===== src/rtl/dma_stat_pkg.sv =====
package dma_stat_pkg;

    localparam int CE_BIT   = 30;
    localparam int BES_BIT  = 29;
    localparam int BED_BIT  = 28;
    localparam int REQ_BIT  = 26;
    localparam int BSY_BIT  = 25;
    localparam int DONE_BIT = 24;

    localparam logic [1:0] SZ_WORD = 2'b00;
    localparam logic [1:0] SZ_BYTE = 2'b01;
    localparam logic [1:0] SZ_HALF = 2'b10;
    localparam logic [1:0] SZ_RSVD = 2'b11;

    function automatic logic [2:0] size_bytes(input logic [1:0] code);
        case (code)
            SZ_WORD: size_bytes = 3'd4;
            SZ_BYTE: size_bytes = 3'd1;
            SZ_HALF: size_bytes = 3'd2;
            default: size_bytes = 3'd0;
        endcase
    endfunction

endpackage


===== src/rtl/dma_range_check.sv =====
module dma_range_check #(
    parameter int WR_W  = 24,
    parameter int CNT_W = 20
) (
    input  logic [WR_W-CNT_W-1:0] hi_bits,
    output logic                  over
);
    assign over = |hi_bits;
endmodule


===== src/rtl/dma_align_check.sv =====
module dma_align_check
    import dma_stat_pkg::*;
(
    input  logic [1:0] lo,
    input  logic [1:0] size,
    output logic       misal
);
    always_comb begin
        case (size)
            SZ_WORD: misal = |lo;
            SZ_HALF: misal = lo[0];
            default: misal = 1'b0;
        endcase
    end
endmodule


===== src/rtl/dma_beat_step.sv =====
module dma_beat_step
    import dma_stat_pkg::*;
#(
    parameter int CNT_W = 20
) (
    input  logic [CNT_W-1:0] cnt,
    input  logic [1:0]       size,
    output logic [CNT_W-1:0] cnt_next,
    output logic             last
);
    logic [CNT_W-1:0] step;

    always_comb begin
        step = CNT_W'(size_bytes(size));
        if (cnt <= step) begin
            cnt_next = '0;
            last     = 1'b1;
        end else begin
            cnt_next = cnt - step;
            last     = 1'b0;
        end
    end
endmodule


===== src/rtl/dma_chan_status.sv =====
module dma_chan_status
    import dma_stat_pkg::*;
#(
    parameter int DATA_W = 32,
    parameter int ADDR_W = 32,
    parameter int CNT_W  = 20,
    parameter int WR_W   = 24
) (
    input  logic              clk,
    input  logic              rst_n,
    input  logic              bcr_wr,
    input  logic              sts_wr,
    input  logic [DATA_W-1:0] wr_data,
    input  logic              start,
    input  logic [1:0]        src_size,
    input  logic [1:0]        dst_size,
    input  logic [ADDR_W-1:0] src_addr,
    input  logic [ADDR_W-1:0] dst_addr,
    input  logic              chan_sel,
    input  logic              beat_done,
    input  logic              rd_bus_err,
    input  logic              wr_bus_err,
    output logic [DATA_W-1:0] status_word,
    output logic              xfer_go
);
    localparam int N_ALIGN = 6;

    typedef struct packed {
        logic             ce;
        logic             bes;
        logic             bed;
        logic             done;
        logic             bsy;
        logic             armed;
        logic [CNT_W-1:0] cnt;
    } state_t;

    state_t st_d, st_q;

    logic               wr_over;
    logic [1:0]         al_lo   [N_ALIGN];
    logic [1:0]         al_sz   [N_ALIGN];
    logic [N_ALIGN-1:0] al_bad;
    logic [CNT_W-1:0]   cnt_dec;
    logic               cnt_last;
    logic               unused_bits;

    assign unused_bits = ^{wr_data[DATA_W-1:DONE_BIT+1],
                           src_addr[ADDR_W-1:2], dst_addr[ADDR_W-1:2]};

    dma_range_check #(.WR_W(WR_W), .CNT_W(CNT_W)) u_range (
        .hi_bits (wr_data[WR_W-1:CNT_W]),
        .over    (wr_over)
    );

    // 0..3: start-time checks, 4..5: write-time checks
    assign al_lo[0] = st_q.cnt[1:0];  assign al_sz[0] = src_size;
    assign al_lo[1] = st_q.cnt[1:0];  assign al_sz[1] = dst_size;
    assign al_lo[2] = src_addr[1:0];  assign al_sz[2] = src_size;
    assign al_lo[3] = dst_addr[1:0];  assign al_sz[3] = dst_size;
    assign al_lo[4] = wr_data[1:0];   assign al_sz[4] = src_size;
    assign al_lo[5] = wr_data[1:0];   assign al_sz[5] = dst_size;

    generate
        for (genvar g = 0; g < N_ALIGN; g++) begin : g_align
            dma_align_check u_al (
                .lo    (al_lo[g]),
                .size  (al_sz[g]),
                .misal (al_bad[g])
            );
        end
    endgenerate

    dma_beat_step #(.CNT_W(CNT_W)) u_step (
        .cnt      (st_q.cnt),
        .size     (dst_size),
        .cnt_next (cnt_dec),
        .last     (cnt_last)
    );

    logic err_any, start_try, start_bad, beat_ok, bus_err;

    always_comb begin
        st_d      = st_q;
        err_any   = st_q.ce | st_q.bes | st_q.bed;
        start_try = start & ~st_q.armed & ~err_any;
        start_bad = (st_q.cnt == '0) | (src_size == SZ_RSVD) |
                    (dst_size == SZ_RSVD) | (|al_bad[3:0]);
        bus_err   = st_q.bsy & (rd_bus_err | wr_bus_err);
        beat_ok   = st_q.bsy & chan_sel & beat_done & ~bus_err;

        if (sts_wr && wr_data[DONE_BIT]) begin
            st_d.ce   = 1'b0;
            st_d.bes  = 1'b0;
            st_d.bed  = 1'b0;
            st_d.done = 1'b0;
        end

        if (start_try) begin
            if (start_bad) begin
                st_d.ce   = 1'b1;
                st_d.done = 1'b1;
            end else begin
                st_d.armed = 1'b1;
            end
        end

        if (st_q.armed && chan_sel && !st_q.bsy)
            st_d.bsy = 1'b1;

        if (beat_ok) begin
            st_d.cnt = cnt_dec;
            if (cnt_last) begin
                st_d.done  = 1'b1;
                st_d.bsy   = 1'b0;
                st_d.armed = 1'b0;
            end
        end

        if (bus_err) begin
            st_d.bes   = st_q.bes | rd_bus_err;
            st_d.bed   = st_q.bed | wr_bus_err;
            st_d.done  = 1'b1;
            st_d.bsy   = 1'b0;
            st_d.armed = 1'b0;
        end

        if (bcr_wr) begin
            st_d.cnt = wr_data[CNT_W-1:0];
            if (wr_over || (|al_bad[5:4])) begin
                st_d.ce   = 1'b1;
                st_d.done = 1'b1;
            end
        end
    end

    always_ff @(posedge clk or negedge rst_n) begin
        if (!rst_n) st_q <= '0;
        else        st_q <= st_d;
    end

    always_comb begin
        status_word                = '0;
        status_word[CE_BIT]        = st_q.ce;
        status_word[BES_BIT]       = st_q.bes;
        status_word[BED_BIT]       = st_q.bed;
        status_word[REQ_BIT]       = st_q.armed & (st_q.cnt != '0) & ~chan_sel;
        status_word[BSY_BIT]       = st_q.bsy;
        status_word[DONE_BIT]      = st_q.done;
        status_word[CNT_W-1:0]     = st_q.cnt;
    end

    assign xfer_go = st_q.bsy;

endmodule


===== config.mk =====
export PLATFORM = sky130hd
export DESIGN_NAME = dma_chan_status
export DESIGN_NICKNAME = d
export VERILOG_FILES = /design/src/rtl/dma_stat_pkg.sv /design/src/rtl/dma_range_check.sv /design/src/rtl/dma_align_check.sv /design/src/rtl/dma_beat_step.sv /design/src/rtl/dma_chan_status.sv
export SDC_FILE = /design/constraint.sdc
export NUM_CORES = 1
export LEC_CHECK = 0
export ABC_AREA = 1
export BUFFER_PORTS_ARGS = -buffer_cell sky130_fd_sc_hd__buf_2
export CAP_MARGIN = 10
export CORE_ASPECT_RATIO = 0.7
export CORE_MARGIN = 5
export CORE_UTILIZATION = 47
export CTS_CLUSTER_DIAMETER = 200
export DETAILED_ROUTE_END_ITERATION = 6
export GPL_TIMING_DRIVEN = 0
export PLACE_DENSITY = 0.95
export SYNTH_ARGS = -nofsm -noshare
export SYNTH_HDL_FRONTEND = slang
export SYNTH_SLANG_ARGS = --single-unit

===== constraint.sdc =====
create_clock -name clk -period 5 [get_ports clk]
set_clock_uncertainty 0.2 [all_clocks]
set_input_delay 0.25 -clock clk [delete_from_list [all_inputs] [get_ports clk]]
set_output_delay 0.25 -clock clk [all_outputs]
set_load 0.02 [all_outputs]

### Yosys cells after proc, flatten, opt, wreduce, memory -nomap -nowiden

Cells that the tools add are included.

| word-level totals | value |
|---|---|
| output and inout bits | 33 |
| input bits | 109 |
| register bits | 26 |
| word-level logic and storage cells | 77 |

| cells by class | value |
|---|---|
| $add $sub $neg | 1 |
| $lt $le $gt $ge | 1 |
| reduce and logical (&&, ||, !) cells | 18 |
| bitwise logic cells | 20 |
| equality and inequality tests | 5 |
| multiplexer cells | 25 |

Operators with widths:

| operator | count |
|---|---|
| $mux 20 | 2 |
| $mux 23 | 1 |
| $le 20x3->1 | 1 |
| $logic_not 20->1 | 1 |
| $reduce_bool 20->1 | 1 |
| $sub 20x3->20 | 1 |
| $mux 1 | 12 |
| $pmux 1 s2 | 6 |
| $reduce_or 2->1 | 5 |
| $pmux 3 s3 | 1 |
| $and 1x1->1 | 8 |
| $eq 2x2->1 const B | 4 |
| $or 1x1->1 | 8 |
| $reduce_or 4->1 | 2 |
| $mux 5 | 1 |
| $logic_not 2->1 | 2 |
| $mux 4 | 1 |
| $not 1->1 | 4 |
| $reduce_bool 2->1 | 2 |
| $logic_and 1x1->1 | 3 |
| $mux 3 | 1 |
| $eq 2x1->1 const B | 1 |
| $logic_not 1->1 | 1 |
| $logic_or 1x1->1 | 1 |

### Depth between registers and ports, before layout

| logic depth | value |
|---|---|
| depth in word-level cells | 11 |
| depth in mapped cells | 13 |
| gate-level depth less buffers | 13 |

### Modules after synthesis

Synthesis repeated with hierarchy kept, for this count alone.

| unflattened totals | value |
|---|---|
| cell total of the unflattened synthesis | 419 |
| area, all modules | 2,585.0 µm² |

By module, submodules not included:

| module | instances | sequential area each (µm²) | cells an instance | area each (µm²) |
|---|---|---|---|---|
| dma_chan_status | 1 | 650.6 | 208 | 1,602.8 |
| dma_beat_step | 1 | 0.0 | 160 | 768.2 |
| dma_align_check | 6 | 0.0 | 8 | 33.8 |
| dma_range_check | 1 | 0.0 | 3 | 11.3 |

### Worst setup path before layout

No wires, ideal clock.

| path | value |
|---|---|
| path kind | register to register |
| from | register st_q (netlist bit status_word[0]) |
| to | register st_q (netlist bit status_word[12]) |
| clock period less this slack | 1.979 ns |
| setup slack | 3.021 ns |
| data required time | 4.722 ns |
| path buffers | 1 |
| library setup time | 0.078 ns |
| stages on the path, launching flop included | 12 |
| arrival | 1.701 ns |
| path through | dfrtp_1 > inv_1 > ha_1 > fa_1 > inv_1 > nand2_1 > nand2_4 > nand2_2 > nand3_2 > nand2_2 > buf_6 > o21bai_1 |

| on the way | value |
|---|---|
| cells in the longest elaborated chain, start to end | 4 |
| elaborated cells on any way between the ends | 5 |
| those cells by class | add/sub: 1; order compare: 1; mux: 3 |

RTL lines:

| element | line | text |
|---|---|---|
| from (decl) | dma_chan_status.sv:38 | `state_t st_d, st_q;` |
| from (signal assigned) | dma_chan_status.sv:139 | `else st_q <= st_d;` |
| $sub 20x3->20 / $le 20x3->1 (equally long branches) | dma_beat_step.sv:19, dma_beat_step.sv:15 |  |
| $mux 20 * | dma_beat_step.sv:15 | `if (cnt <= step) begin` |
| $mux 23 * | dma_chan_status.sv:111 | `if (beat_ok) begin` |
| $mux 20 * | dma_chan_status.sv:128 | `if (bcr_wr) begin` |

Every way passes the cells marked *; elsewhere a longest branch is shown, timed or not. The select of a mux whose other input is x is not followed.
A chain may end at the register's enable or synchronous reset.

### Worst setup path after layout

| path | value |
|---|---|
| from | register st_q (netlist bit status_word[0]) |
| to | register st_q (netlist bit status_word[13]) |

The elaborated chain is that of the path after synthesis.

==> summary.txt <==
Critical path
  – CP arrival: 2.28 ns
  – Startpoint types: flop
  – Crit Path Class: flop to flop
  – CP Capture Type: flop
  – Worst-case reg-to-reg path depth: 12
  – R2r startpoint: status_word[0]$_DFFE_PN0P_
  – Critical Path RT: 5.01 ns
  – Worst-path fanout max: 10
  – FF-to-FF setup slack: 2.74 ns
  – R2R Path End: status_word[13]$_DFFE_PN0P_

Min path
  – Hold path endpoint: status_word[0]$_DFFE_PN0P_
  – Hold Crit Class: primary input to flop
  – Hold path depth: 3
  – Worst hold start: wr_data[0]

Clocking
  – CTS Buf Count: 3
  – CTS tree: yes
  – Clk Latency, worst-skew pair: 0.27 ns
  – Clock transition at path regs: 0.09 ns
  – H-tree Lvls: 1
  – Clock root cell: clkbuf_8
  – Clock Path Buffers: 2
  – CTS sink cnt: 26

Power and ir drop
  – Pwr/cell area: 281 nW/um^2
  – Tot Pwr: 781 uW
  – Leakage: 1.53 nW
  – VDD IR max: 0.000112 V

Floorplan
  – Die W: 92.5 um
  – # IOs: 142
  – Die H: 67.7 um
  – Core Rows: 21
  – Core ar.: 4700 um^2
  – Initial Util: 47.6%
  – DIE AREA: 6260 um^2

Cells and area
  – Design Area, Final: 2780 um^2
  – Final nets: 518
  – Register Area: 651 um^2
  – Syn-to-layout area delta: 24.2%
  – Area of the multi-input gates: 1200 um^2
  – Layout cells sized above 1: 34.2%
  – Number of inserted diodes: 0
  – Fillers: 408
  – Final non-filler cell total: 461

Detailed routing
  – Wire per inst: 12.6 um
  – 1st-pass router iterations: 4
  – Routed Antenna Nets: 0
  – DRT Wirelength: 5800 um
  – Remaining DRCs: 0
  – Vias: 2243
  – First DRT Iteration DRCs: 114
  – Avg Vias per Cell: 4.87

Timing
  – RSZ-0062 raised after global routing: no
  – Slew Viols, Final: 0
  – F_max: 442 MHz
  – Post-route minimum period: 2.26 ns
  – Max-slew headroom: 61.3%
  – Period utilization: 45.2%
  – Final hold violations: 0
  – Tightest Pin Transition: 0.580 ns
  – Setup ws final: 2.74 ns
  – Final setup violation count: 0
  – Setup TNS: 0 ns

Synth
  – Post-Syn Instances: 323
  – Cell area after synthesis: 2240 um^2
  – Count leader, synth: nand2_1
  – Synth async-reset ratio: 100%
  – Cell taking the most area after synthesis: dfrtp_1
  – Synth top area cells: dfrtp_1 29%, nand2_1 15%, buf_4 10%
  – Yosys warns: 0
  – Seq/Total Area, Yosys: 29.1%
  – Yosys reg bits: 26
  – Average size of a mapped cell: 6.93 um^2
  – Distinct cells, synth: 30
  – Area share of the largest cell type after synthesis: 29.1%
  – Main synth FF type: dfrtp_1
  – EDFF count, synth: 0
  – Synth top cells by count: 92 x nand2_1, 36 x inv_1, 31 x buf_4

Placed design
  – Post-DP Area: 2670 um^2
  – Inst Count DP: 453
  – Placer Congestion: 0.864
  – HPWL Detailed: 4530 um
  – Placement Setup Slack: 2.79 ns
  – Number of I/O port buffers: 68

GRT
  – Antenna violations before repair: 0
  – Global route total overflow: 0
  – First-pass GRT wire length: 9540 um
  – Vias in the first global route: 2195
  – Largest net degree at the start of global routing: 27
  – Global Route Usage Sum: 19.1%

Run
  – Max-Cap Viols: 0

Outcome
  – Status: completed
==> area by class of cell <==
cell class	instances	area share, %
clock inverter	1	1.08
timing repair buffer	72	13.7
clock buffer	3	1.49
sequential	26	23.4
multi-input combinational	227	43.1
inverter	40	5.40
tap	57	2.57
buffer	35	9.23
==> repair_timing <==
action / in CTS / in global routing
gates resized for setup: 0 / 0
endpoints found under the hold margin: 28 / 1
buffers inserted: 0 / 0
hold buffers: 3 / 1
setup endpoints to repair: 0 / 0
==> layer usage <==
| layer | wire (um) | up-vias | global-route usage (%) | part of all wire [%] |
|---|---|---|---|---|
| li1 | - | 1135 | - | - |
| met1 | 2620 | 1023 | 23.2 | 45 |
| met2 | 2790 | 74 | 35.0 | 48 |
| met3 | 290 | 11 | 3.12 | 5.0 |
| met4 | 104 | 0 | 6.11 | 1.8 |
| met5 | 0 | - | 0 | 0 |
==> sequential cells by signal, indices dropped and copies added, names as in the netlist <==
| signal | count |
|---|---|
| status_word | 24 |
| st_q | 1 |
| xfer_go | 1 |
==> cell usage in the layout (no fill, tap or decap), types with 5 or more instances in the layout <==
master    Yosys  final
o21ai_0      13     13
a21oi_1       7      7
nor2_4        7      7
nand2_2       7      7
inv_1        36     36
nand3_1      24     24
buf_2         1     69
dfrtp_1      26     26
buf_4        31     31
nand2_1      92     92
conb_1        1      6
xor2_1        8      8
o21bai_2      9      9
nor2_2        5      5
nor2_1       29     29
==> where the power goes <==
part	internal [mW]	total (mW)	switching [mW]
logic	0.139	0.319	0.180
registers	0.243	0.288	0.0445
clock network	0.107	0.174	0.0669
total	0.489	0.781	0.292
==> worst max-delay path by stage <==
stage	start	endpoint	cells past startpoint
floorplan	status_word[0]$_DFFE_PN0P_	status_word[12]$_DFFE_PN0P_	11
global placement	dst_size[0]	status_word[19]$_DFFE_PN0P_	14
detailed placement	dst_size[0]	status_word[13]$_DFFE_PN0P_	14
CTS	status_word[0]$_DFFE_PN0P_	status_word[4]$_DFFE_PN0P_	12
global route	status_word[0]$_DFFE_PN0P_	status_word[4]$_DFFE_PN0P_	12
finish	status_word[0]$_DFFE_PN0P_	status_word[13]$_DFFE_PN0P_	12
==> stage by stage <==
| step | hold slack, ns | util (%) |
|---|---|---|
| floorplan | -0.246 | - |
| global placement | 0.0794 | 56.7 |
| detailed placement | 0.0802 | 56.7 |
| CTS | 0.00429 | 58.9 |
| global route | 0.0202 | 59.1 |
| finish | 0.0103 | 59.1 |
==> logic make-up after synthesis <==
kind of cell | count (synthesis) | synth area share, %
simple gates | 173 | 35.4
buf+inv | 75 | 18.2
compound gates | 32 | 9.90
flops | 26 | 29.1
xor+xnor | 12 | 4.70
fa+ha+maj | 4 | 2.57
other cells | 1 | 0.168
==> worst max-delay path, cell delays in order, from the launching register on <==
cell and delay, ns:
dfrtp_1 0.45, inv_1 0.07, ha_1 0.22, fa_1 0.41
inv_1 0.08, nand2_1 0.08, nand2_4 0.11, nand2_2 0.08
nand3_2 0.08, nand2_2 0.06, inv_2 0.18, nand3_1 0.13
nand2_1 0.07
(Power assumes the default switching activity.)
